--- config.mk ---
export PLATFORM = sky130hd
export DESIGN_NAME = sw_watchdog
export DESIGN_NICKNAME = d
export VERILOG_FILES = /design/src/rtl/swd_pkg.sv /design/src/rtl/swd_prescaler.sv /design/src/rtl/swd_service_fsm.sv /design/src/rtl/swd_counter.sv /design/src/rtl/sw_watchdog.sv
export SDC_FILE = /design/constraint.sdc
export NUM_CORES = 1
export LEC_CHECK = 0
export ABC_AREA = 1
export BUFFER_PORTS_ARGS = -buffer_cell sky130_fd_sc_hd__clkbuf_2
export CAP_MARGIN = 20
export CORE_ASPECT_RATIO = 1.4
export CORE_MARGIN = 5
export CORE_UTILIZATION = 35
export CTS_BUF_LIST = sky130_fd_sc_hd__clkbuf_8 sky130_fd_sc_hd__clkbuf_16
export DETAILED_ROUTE_END_ITERATION = 16
export PLACE_DENSITY = 0.53
export REMOVE_ABC_BUFFERS = 1
export SLEW_MARGIN = 20
export SYNTH_ARGS = -nofsm -noshare
export SYNTH_HDL_FRONTEND = slang
export SYNTH_HIERARCHICAL = 1
export SYNTH_SLANG_ARGS = --single-unit
--- constraint.sdc ---
create_clock -name clk -period 2.6 [get_ports clk]
set_clock_uncertainty 0.05 [all_clocks]
set_input_delay 0 -clock clk [delete_from_list [all_inputs] [get_ports clk]]
set_output_delay 0 -clock clk [all_outputs]
set_load 0.02 [all_outputs]
--- src/rtl/swd_pkg.sv ---
package swd_pkg;
    typedef enum logic {
        SVC_IDLE  = 1'b0,
        SVC_ARMED = 1'b1
    } svc_state_t;

    localparam logic [15:0] SVC_KEY_ARM  = 16'h556C;
    localparam logic [15:0] SVC_KEY_FIRE = 16'hAA39;
endpackage

--- src/rtl/swd_prescaler.sv ---
module swd_prescaler #(
    parameter int DIV_W = 11
) (
    input  logic clk,
    input  logic rst_n,
    input  logic run,
    output logic wrap
);
    logic [DIV_W-1:0] div_q;

    always_ff @(posedge clk or negedge rst_n) begin
        if (!rst_n)   div_q <= '0;
        else if (run) div_q <= div_q + 1'b1;
    end

    assign wrap = run && (&div_q);


    hold_when_idle_chk: assert property (@(posedge clk) disable iff (!rst_n)
        !run |=> div_q == $past(div_q));
endmodule

--- src/rtl/swd_service_fsm.sv ---
module swd_service_fsm
    import swd_pkg::*;
#(
    parameter int W = 16
) (
    input  logic         clk,
    input  logic         rst_n,
    input  logic         svc_we,
    input  logic [W-1:0] svc_data,
    output logic         load
);
    svc_state_t state_q, state_d;

    always_ff @(posedge clk or negedge rst_n) begin
        if (!rst_n) state_q <= SVC_IDLE;
        else        state_q <= state_d;
    end

    always_comb begin
        state_d = state_q;
        load    = 1'b0;
        if (svc_we) begin
            unique case (state_q)
                SVC_IDLE: begin
                    if (svc_data == W'(SVC_KEY_ARM)) state_d = SVC_ARMED;
                end
                SVC_ARMED: begin
                    if (svc_data == W'(SVC_KEY_FIRE)) begin
                        load    = 1'b1;
                        state_d = SVC_IDLE;
                    end else if (svc_data == W'(SVC_KEY_ARM)) begin
                        state_d = SVC_ARMED;
                    end else begin
                        state_d = SVC_IDLE;
                    end
                end
                default: state_d = SVC_IDLE;
            endcase
        end
    end


    fire_returns_idle_chk: assert property (@(posedge clk) disable iff (!rst_n)
        load |=> state_q == SVC_IDLE);
endmodule

--- src/rtl/swd_counter.sv ---
module swd_counter #(
    parameter int W = 16
) (
    input  logic         clk,
    input  logic         rst_n,
    input  logic         step,
    input  logic         load,
    input  logic         nmi_sel,
    input  logic [W-1:0] reload_val,
    output logic [W-1:0] count,
    output logic         to_reset,
    output logic         to_nmi
);
    logic expire;

    assign expire = step && !load && (count <= W'(1));

    always_ff @(posedge clk or negedge rst_n) begin
        if (!rst_n) begin
            count    <= '1;
            to_reset <= 1'b0;
            to_nmi   <= 1'b0;
        end else begin
            to_reset <= expire && !nmi_sel;
            to_nmi   <= expire && nmi_sel;
            if (load || expire) count <= reload_val;
            else if (step)      count <= count - 1'b1;
        end
    end


    single_action_chk: assert property (@(posedge clk) disable iff (!rst_n)
        $onehot0({to_reset, to_nmi}));

    expiry_reloads_chk: assert property (@(posedge clk) disable iff (!rst_n)
        (to_reset || to_nmi) |-> count == $past(reload_val));
endmodule

--- src/rtl/sw_watchdog.sv ---
module sw_watchdog #(
    parameter int CNT_W = 16,
    parameter int DIV_W = 11
) (
    input  logic             clk,
    input  logic             rst_n,
    input  logic             cfg_we,
    input  logic             cfg_enable,
    input  logic             cfg_div_sel,
    input  logic             cfg_nmi_sel,
    input  logic             cfg_freeze_stop,
    input  logic [CNT_W-1:0] cfg_timeout,
    input  logic             svc_we,
    input  logic [CNT_W-1:0] svc_data,
    input  logic             dbg_freeze,
    input  logic             lowpwr,
    output logic [CNT_W-1:0] count,
    output logic             to_reset,
    output logic             to_nmi
);
    logic             en_q, div_q, nmi_q, fstop_q;
    logic [CNT_W-1:0] timeout_q;
    logic             halted, run, pre_wrap, step, svc_load;

    always_ff @(posedge clk or negedge rst_n) begin
        if (!rst_n) begin
            en_q      <= 1'b1;
            div_q     <= 1'b1;
            nmi_q     <= 1'b0;
            fstop_q   <= 1'b0;
            timeout_q <= '1;
        end else if (cfg_we) begin
            en_q      <= cfg_enable;
            div_q     <= cfg_div_sel;
            nmi_q     <= cfg_nmi_sel;
            fstop_q   <= cfg_freeze_stop;
            timeout_q <= cfg_timeout;
        end
    end

    assign halted = lowpwr || (dbg_freeze && fstop_q);
    assign run    = en_q && !halted;
    assign step   = run && (div_q ? pre_wrap : 1'b1);

    swd_prescaler #(.DIV_W(DIV_W)) u_pre (
        .clk(clk), .rst_n(rst_n), .run(run), .wrap(pre_wrap)
    );

    swd_service_fsm #(.W(CNT_W)) u_svc (
        .clk(clk), .rst_n(rst_n), .svc_we(svc_we), .svc_data(svc_data),
        .load(svc_load)
    );

    swd_counter #(.W(CNT_W)) u_cnt (
        .clk(clk), .rst_n(rst_n), .step(step), .load(svc_load),
        .nmi_sel(nmi_q), .reload_val(timeout_q), .count(count),
        .to_reset(to_reset), .to_nmi(to_nmi)
    );


    halted_holds_chk: assert property (@(posedge clk) disable iff (!rst_n)
        (halted && !svc_load) |=> count == $past(count));

    disabled_silent_chk: assert property (@(posedge clk) disable iff (!rst_n)
        !en_q |=> !(to_reset || to_nmi));

    service_reload_chk: assert property (@(posedge clk) disable iff (!rst_n)
        svc_load |=> count == $past(timeout_q));
endmodule

==> results by group, run 1 <==
Synthesis
  • Synth top area share: 30.33%
  • Synth cell types: 30
  • Synth Cell Area: 2945 µm²
  • Top cells by area in the synthesized netlist: dfstp_2 (30%), nand2_1 (17%), dfrtp_1 (14%)
  • Post-synthesis sequential area ratio: 43.93%
  • Ys Warns: 6
  • Avg Cell Area, Syn: 7.237 µm²
  • Yosys reg bits: 50
  • Area leader, netlist: dfstp_2
  • Synth Instances: 407

Detailed routing
  • Post-route DRC: 0
  • DR vias/cell: 4.512
  • 1st-iter DRT viols: 149
  • WL/cell: 11.77 µm
  • ANT nets after route: 0
  • Via count: 2712
  • First drt pass iteration count: 4
  • Total Wirelength: 7072 µm

Timing
  • Final worst setup slack: 269.5 ps
  • Max-slew violations: 0
  • Unrepaired setup endpoints after global routing: false
  • Max frequency: 429.1 MHz
  • Worst slew pin tran: 820.8 ps
  • Final hold violations: 0
  • Post-Route Setup TNS: 0 ps
  • Final setup viols: 0
  • Minimum clock period: 2331 ps
  • Slew headroom: 45.28%
  • Fin crit share: 89.63%

Global route
  • Largest net degree at the start of global routing: 41
  • Gr ovfl total: 0
  • Grt peak-use layer: met2
  • Met3 GRT Util: 2.436%
  • Met2 Use GR: 25.14%
  • GRT Util Overall: 14.10%
  • First-pass GRT wire length: 11800 µm
  • GRT met1 Usage: 16.13%
  • Initial antenna violation count: 0
  • Number of global-route vias before repair: 2714

Worst setup path
  • Critical-path cell list: nand3_1, inv_1, nand3_2, nor2_4, nand3_1, inv_1, nor2_1, nor2_1, inv_1, nor2_1, nand2_1, nor2_4, nand3_4, buf_6, nand3_1, nand3_1, o21ai_1
  • Slowest stage delay, CP: 530 ps
  • Slowest-stage cell, CP: dfstp_2
  • Crit path max fanout: 6
  • Crit-path leading delay family: simple AND/OR/NAND/NOR gates
  • Worst path depth: 17
  • Depth of the worst register-to-register path: 17
  • CP bufs+invs: 4
  • Crit start category: flop
  • CP required: 2760 ps
  • Crit Path Class: flop to flop
  • CP arrival: 2490 ps
  • Most used cell, CP: nand3_1
  • CP Capture Type: flop

Floorplanning
  • Die ar.: 10380 µm²
  • Num rows: 39
  • Die W: 87.53 µm
  • Starting Density: 35.93%
  • Die H: 118.5 µm
  • I/O pin total: 60
  • Core ar.: 8198 µm²

Finish
  • Total Nets Final: 543
  • Antenna diodes: 0
  • Layout cells sized above 1: 25.45%
  • Filler instances: 838
  • Syn-to-layout area delta: 28.76%
  • Finished Layout Cells: 601

Placed design
  • Routability cong.: 0.8027
  • Placed cell count: 565
  • DP Wirelength: 5113 µm
  • DP Worst Slack: 157.6 ps
  • Port Buf Inserts: 59

Clock network
  • CTS tree: done
  • CTS Buffer Depth: 2
  • Clock Tree Root: clkbuf_16
  • Skew-Pair Late Insertion Delay: 290 ps
  • CTS sink count: 50
  • Worst-path clk slew: 60 ps
  • Htree depth: 2
  • CTS buffer count: 5

Hold path
  • Hold Crit Depth: 6
  • Worst hold path type: input pin to flop

Flow run
  • Max-Cap Viols: 0

Power and ir drop
  • Worst vdd ir: 0.0002995 V
  • Total power: 3288 µW
  • Leakage power: 0.001995 µW
  • P per Cell Area: 866.9 nW/µm²

Outcome
  • Status: finished, final reports clean
==> worst register-to-register path, cell delays in order, from the launching register on <==
cell and delay (ps):
dfstp_2 530, nand3_1 90, inv_1 90, nand3_2 110, nor2_4 110, nand3_1 90, inv_1 60, nor2_1 40
nor2_1 140, inv_1 60, nor2_1 80, nand2_1 90, nor2_4 110, nand3_4 180, buf_6 190, nand3_1 70
nand3_1 80, o21ai_1 90
==> cell type report <==
type | instances | area (µm²) | area share, %
Inverter | 79 | 301.5 | 7.951
Timing Repair Buffer | 91 | 596.8 | 15.74
Clock buffer | 6 | 138.9 | 3.662
Tap cell | 102 | 127.6 | 3.365
Sequential cell | 50 | 1294 | 34.11
Multi-Input combinational cell | 271 | 1325 | 34.94
Clock inverter | 2 | 8.758 | 0.2309
==> power by group <==
group	leakage, µW	switching, µW	total (µW)	internal [µW]
sequential	0.000556	217	1280	1070
combinational	0.00136	846	1360	515
clock	0.0000780	266	644	378
==> state kept, by name (all words and copies together) (netlist names) <==
| name | cells |
|---|---|
| u_svc/state_q | 1 |
| u_cnt/to_reset | 1 |
| nmi_q | 1 |
| div_q | 1 |
| en_q | 1 |
| u_pre/div_q | 11 |
| u_cnt/to_nmi | 1 |
| u_cnt/count | 16 |
| timeout_q | 16 |
| fstop_q | 1 |
==> cells in the mapped netlist <==
master	count
nor2_1	33
nor3_1	5
nand4_1	5
o21ai_1	3
nand2_4	1
inv_6	1
o21bai_1	3
or2_2	2
clkbuf_1	1
nand3_1	37
mux2_2	1
a21oi_1	1
buf_1	1
xnor2_1	3
and2_1	1
o21bai_2	1
o21ai_0	23
nand2_2	1
inv_1	78
buf_6	2
dfstp_2	34
xor2_1	7
nor2_4	4
nand3_4	1
dfrtp_1	16
ha_1	3
buf_2	4
nor2_2	3
buf_12	1
nand2_1	131
==> metrics by stage <==
stage / instance area [µm²] / util, % / hold WS [ps]
global placement: 3343 / 40.78 / 90.89
finish: 3792 / 46.26 / 203.9
floorplan: 2875 / - / -345.6
CTS: 3721 / 45.39 / 186.6
global route: 3792 / 46.26 / 254.7
detailed placement: 3343 / 40.78 / 92.15
==> kinds of logic after synthesis <==
kind of cell,synth area share (%)
adders and majority gates,1.275
buffers and inverters,12.62
AOI/OAI and AO/OA,5.735
and+or+nand+nor,33.09
DFF,43.93
muxes,0.3823
xor gates and xnor gates,2.974
==> cells in the final DEF (no fill, tap or decap), drive strengths merged <==
cell and n:
mux2 1, clkinv 1, xnor2 3, and2 1
o21bai 4, nand3 38, a21oi 1, ha 3
xor2 7, dlygate4sd3 23, clkbuf 65, inv 80
dfstp 34, nor3 5, or2 2, nor2 40
o21ai 26, nand4 5, buf 9, nand2 135
dfrtp 16
==> metal layers <==
metal  share of wire [%]  vias up
met4                 2.5        0
met3                 4.9       12
met2                  53       58
li1                    -     1414
met5                   0        -
met1                  40     1228
==> repair_timing <==
item	in CTS	in global routing
setup endpoints to repair	0	16
resized for setup	0	7
buffers inserted	0	3
endpoints found under the hold margin	37	0
hold buffers	23	0
==> worst paths after layout <==
path                                    to    from  slack (ps)
setup / recovery            u_cnt/count[1]    en_q         270
hold / removal              u_pre/div_q[0]  lowpwr         200
setup reg to reg            u_cnt/count[1]    en_q         270
hold reg to reg             u_cnt/to_reset   nmi_q         410
max in group asynchronous  u_cnt/count[15]   rst_n        1450
min in group asynchronous   u_pre/div_q[1]   rst_n         280
Note: power is estimated with default switching activity, not from simulation.
==> run 2: changes to the inputs <==
PLACE_DENSITY = 0.51   (was 0.53)
==> run 2 against run 1 <==
Against the previous run: via count is 1.3% higher; combinational power hardly changed; sequential share of layout area is 0.18 points higher; maximum frequency is 0.26% higher; critical path type unchanged; largest power group unchanged.
==> results by group, run 2 (synthesized netlist as in run 1, its figures left out) <==
Outcome
  • Status: finished, final reports clean

Finish
  • Layout cells sized above 1: 25.30%
  • Syn-to-layout area delta: 28.08%
  • Most frequent cells in the layout: nand2_1 (131), inv_1 (79), clkbuf_2 (59), nand3_1 (36), dfstp_2 (34)
  • Filler instances: 856
  • Fin area: 3772 µm²
  • Top Registers: timeout_q: 16 flops, u_cnt/count: 16 flops, u_pre/div_q: 11 flops
  • Antenna diodes: 0
  • Total Nets Final: 542
  • Finished Layout Cells: 600
  • Commonest non-fill, non-tap cell in the layout: nand2_1

Detailed routing
  • Total Wirelength: 7090 µm
  • Post-route DRC: 0
  • DR vias/cell: 4.578
  • First drt pass iteration count: 4
  • Via count: 2747
  • ANT nets after route: 0
  • 1st-iter DRT viols: 96
  • WL/cell: 11.82 µm

Placed design
  • Placed cell count: 564
  • Area after DPL: 3336 µm²
  • DP Worst Slack: 109.5 ps
  • DP Wirelength: 5106 µm
  • Port Buf Inserts: 59
  • Routability cong.: 0.8286

Timing
  • Final hold violations: 0
  • Final setup viols: 0
  • Max frequency: 430.2 MHz
  • Unrepaired setup endpoints after global routing: false
  • Slew headroom: 40.59%
  • Final worst setup slack: 275.5 ps
  • Max-slew violations: 0
  • Fin crit share: 89.40%
  • Post-Route Setup TNS: 0 ps
  • Worst slew pin tran: 891.2 ps
  • Minimum clock period: 2325 ps

Global route
  • Largest net degree at the start of global routing: 41
  • Gr ovfl total: 0
  • First-pass GRT wire length: 11930 µm
  • Initial antenna violation count: 0
  • GRT Util Overall: 14.28%
  • Number of global-route vias before repair: 2741

Floorplanning
  • Die ar.: 10380 µm²
  • Die H: 118.5 µm
  • I/O pin total: 60
  • Die W: 87.53 µm
  • Num rows: 39
  • Starting Density: 35.93%
  • Core ar.: 8198 µm²

Power and ir drop
  • Worst vdd ir: 0.0003812 V
  • P per Cell Area: 873.4 nW/µm²
  • Leakage power: 0.001987 µW
  • Total power: 3295 µW

Worst setup path
  • Slowest-stage cell, CP: dfstp_2
  • Critical-path cell list: nand3_1, inv_1, nand3_2, nor2_4, nand3_1, inv_1, nor2_1, nor2_1, inv_1, nor2_1, nand2_1, nor2_4, nand3_4, buf_4, nand3_1, nand3_1, o21ai_1
  • Crit start category: flop
  • Most used cell, CP: nand3_1
  • CP arrival: 2490 ps
  • Slowest stage delay, CP: 530 ps
  • CP Capture Type: flop
  • Reg2reg setup slack: 280 ps
  • Crit path max fanout: 8
  • CP required: 2770 ps
  • Crit Path Class: flop to flop

Clock network
  • Skew-Pair Late Insertion Delay: 290 ps
  • CTS buffer count: 5
  • CTS Buffer Depth: 2
  • Htree depth: 2
  • CTS sink count: 50
  • CTS tree: done
  • Clock Tree Root: clkbuf_16
  • Worst-path clk slew: 60 ps

Flow run
  • Max-Cap Viols: 0

Hold path
  • Worst hold path type: input pin to flop
run 2: cell count changes in the layout (fill, tap and decap cells not counted):
cell / before / now
buf_6: 1 / 0
nand2_4: 1 / 2
nand2_8: 2 / 1
run 2: worst max-delay path: cells and delay by family, from the launching register on:
family / cells / cell delay, ps
and+or+nand+nor: 12 / 1160
DFF: 1 / 530
buffers and inverters: 4 / 430
AOI/OAI and AO/OA: 1 / 90
run 2: report_power, final:
group | internal (µW) | switching (µW) | leakage [µW]
clock | 378 | 275 | 0.0000780
sequential | 1070 | 217 | 0.000556
combinational | 512 | 848 | 0.00135
run 2: routing by layer:
layer / up-vias / share of wire (%) / track usage, %
li1: 1420 / - / -
met2: 57 / 53 / 26.18
met1: 1263 / 41 / 16.17
met4: 0 / 1.7 / 4.990
met3: 7 / 4.8 / 2.436
met5: - / 0 / 0
run 2: repair_timing:
action                                  4_1_cts  5_1_grt
hold endpoints to repair                     37        0
gates resized for setup                       0        2
buffers inserted                              0        3
hold buffers                                 23        0
endpoints found under the setup margin        0       16
run 2: final timing paths:
path | from | to | depth (start not counted)
worst max-delay path | en_q | u_cnt/count[0] | 17
worst min-delay path | lowpwr | u_pre/div_q[0] | 6
worst max register to register | en_q | u_cnt/count[0] | 17
worst min register to register | timeout_q[7] | timeout_q[7] | 2
max in group asynchronous | rst_n | timeout_q[11] | 3
min in group asynchronous | rst_n | u_pre/div_q[1] | 2
run 2: final cells by class:
cell class	instances	area, µm²	share of cell area (%)
Multi-Input combinational cell	271	1316	34.89
Clock buffer	6	138.9	3.682
Clock inverter	2	8.758	0.2322
Tap cell	102	127.6	3.383
Sequential cell	50	1294	34.30
Inverter	79	301.5	7.993
Timing Repair Buffer	90	585.6	15.52
run 2: per-stage QoR:
step	utilization, %	hold slack, ps
floorplan	-	-345.6
global placement	40.69	131.9
detailed placement	40.69	134.0
CTS	45.30	179.7
global route	46.02	239.9
finish	46.02	211.7
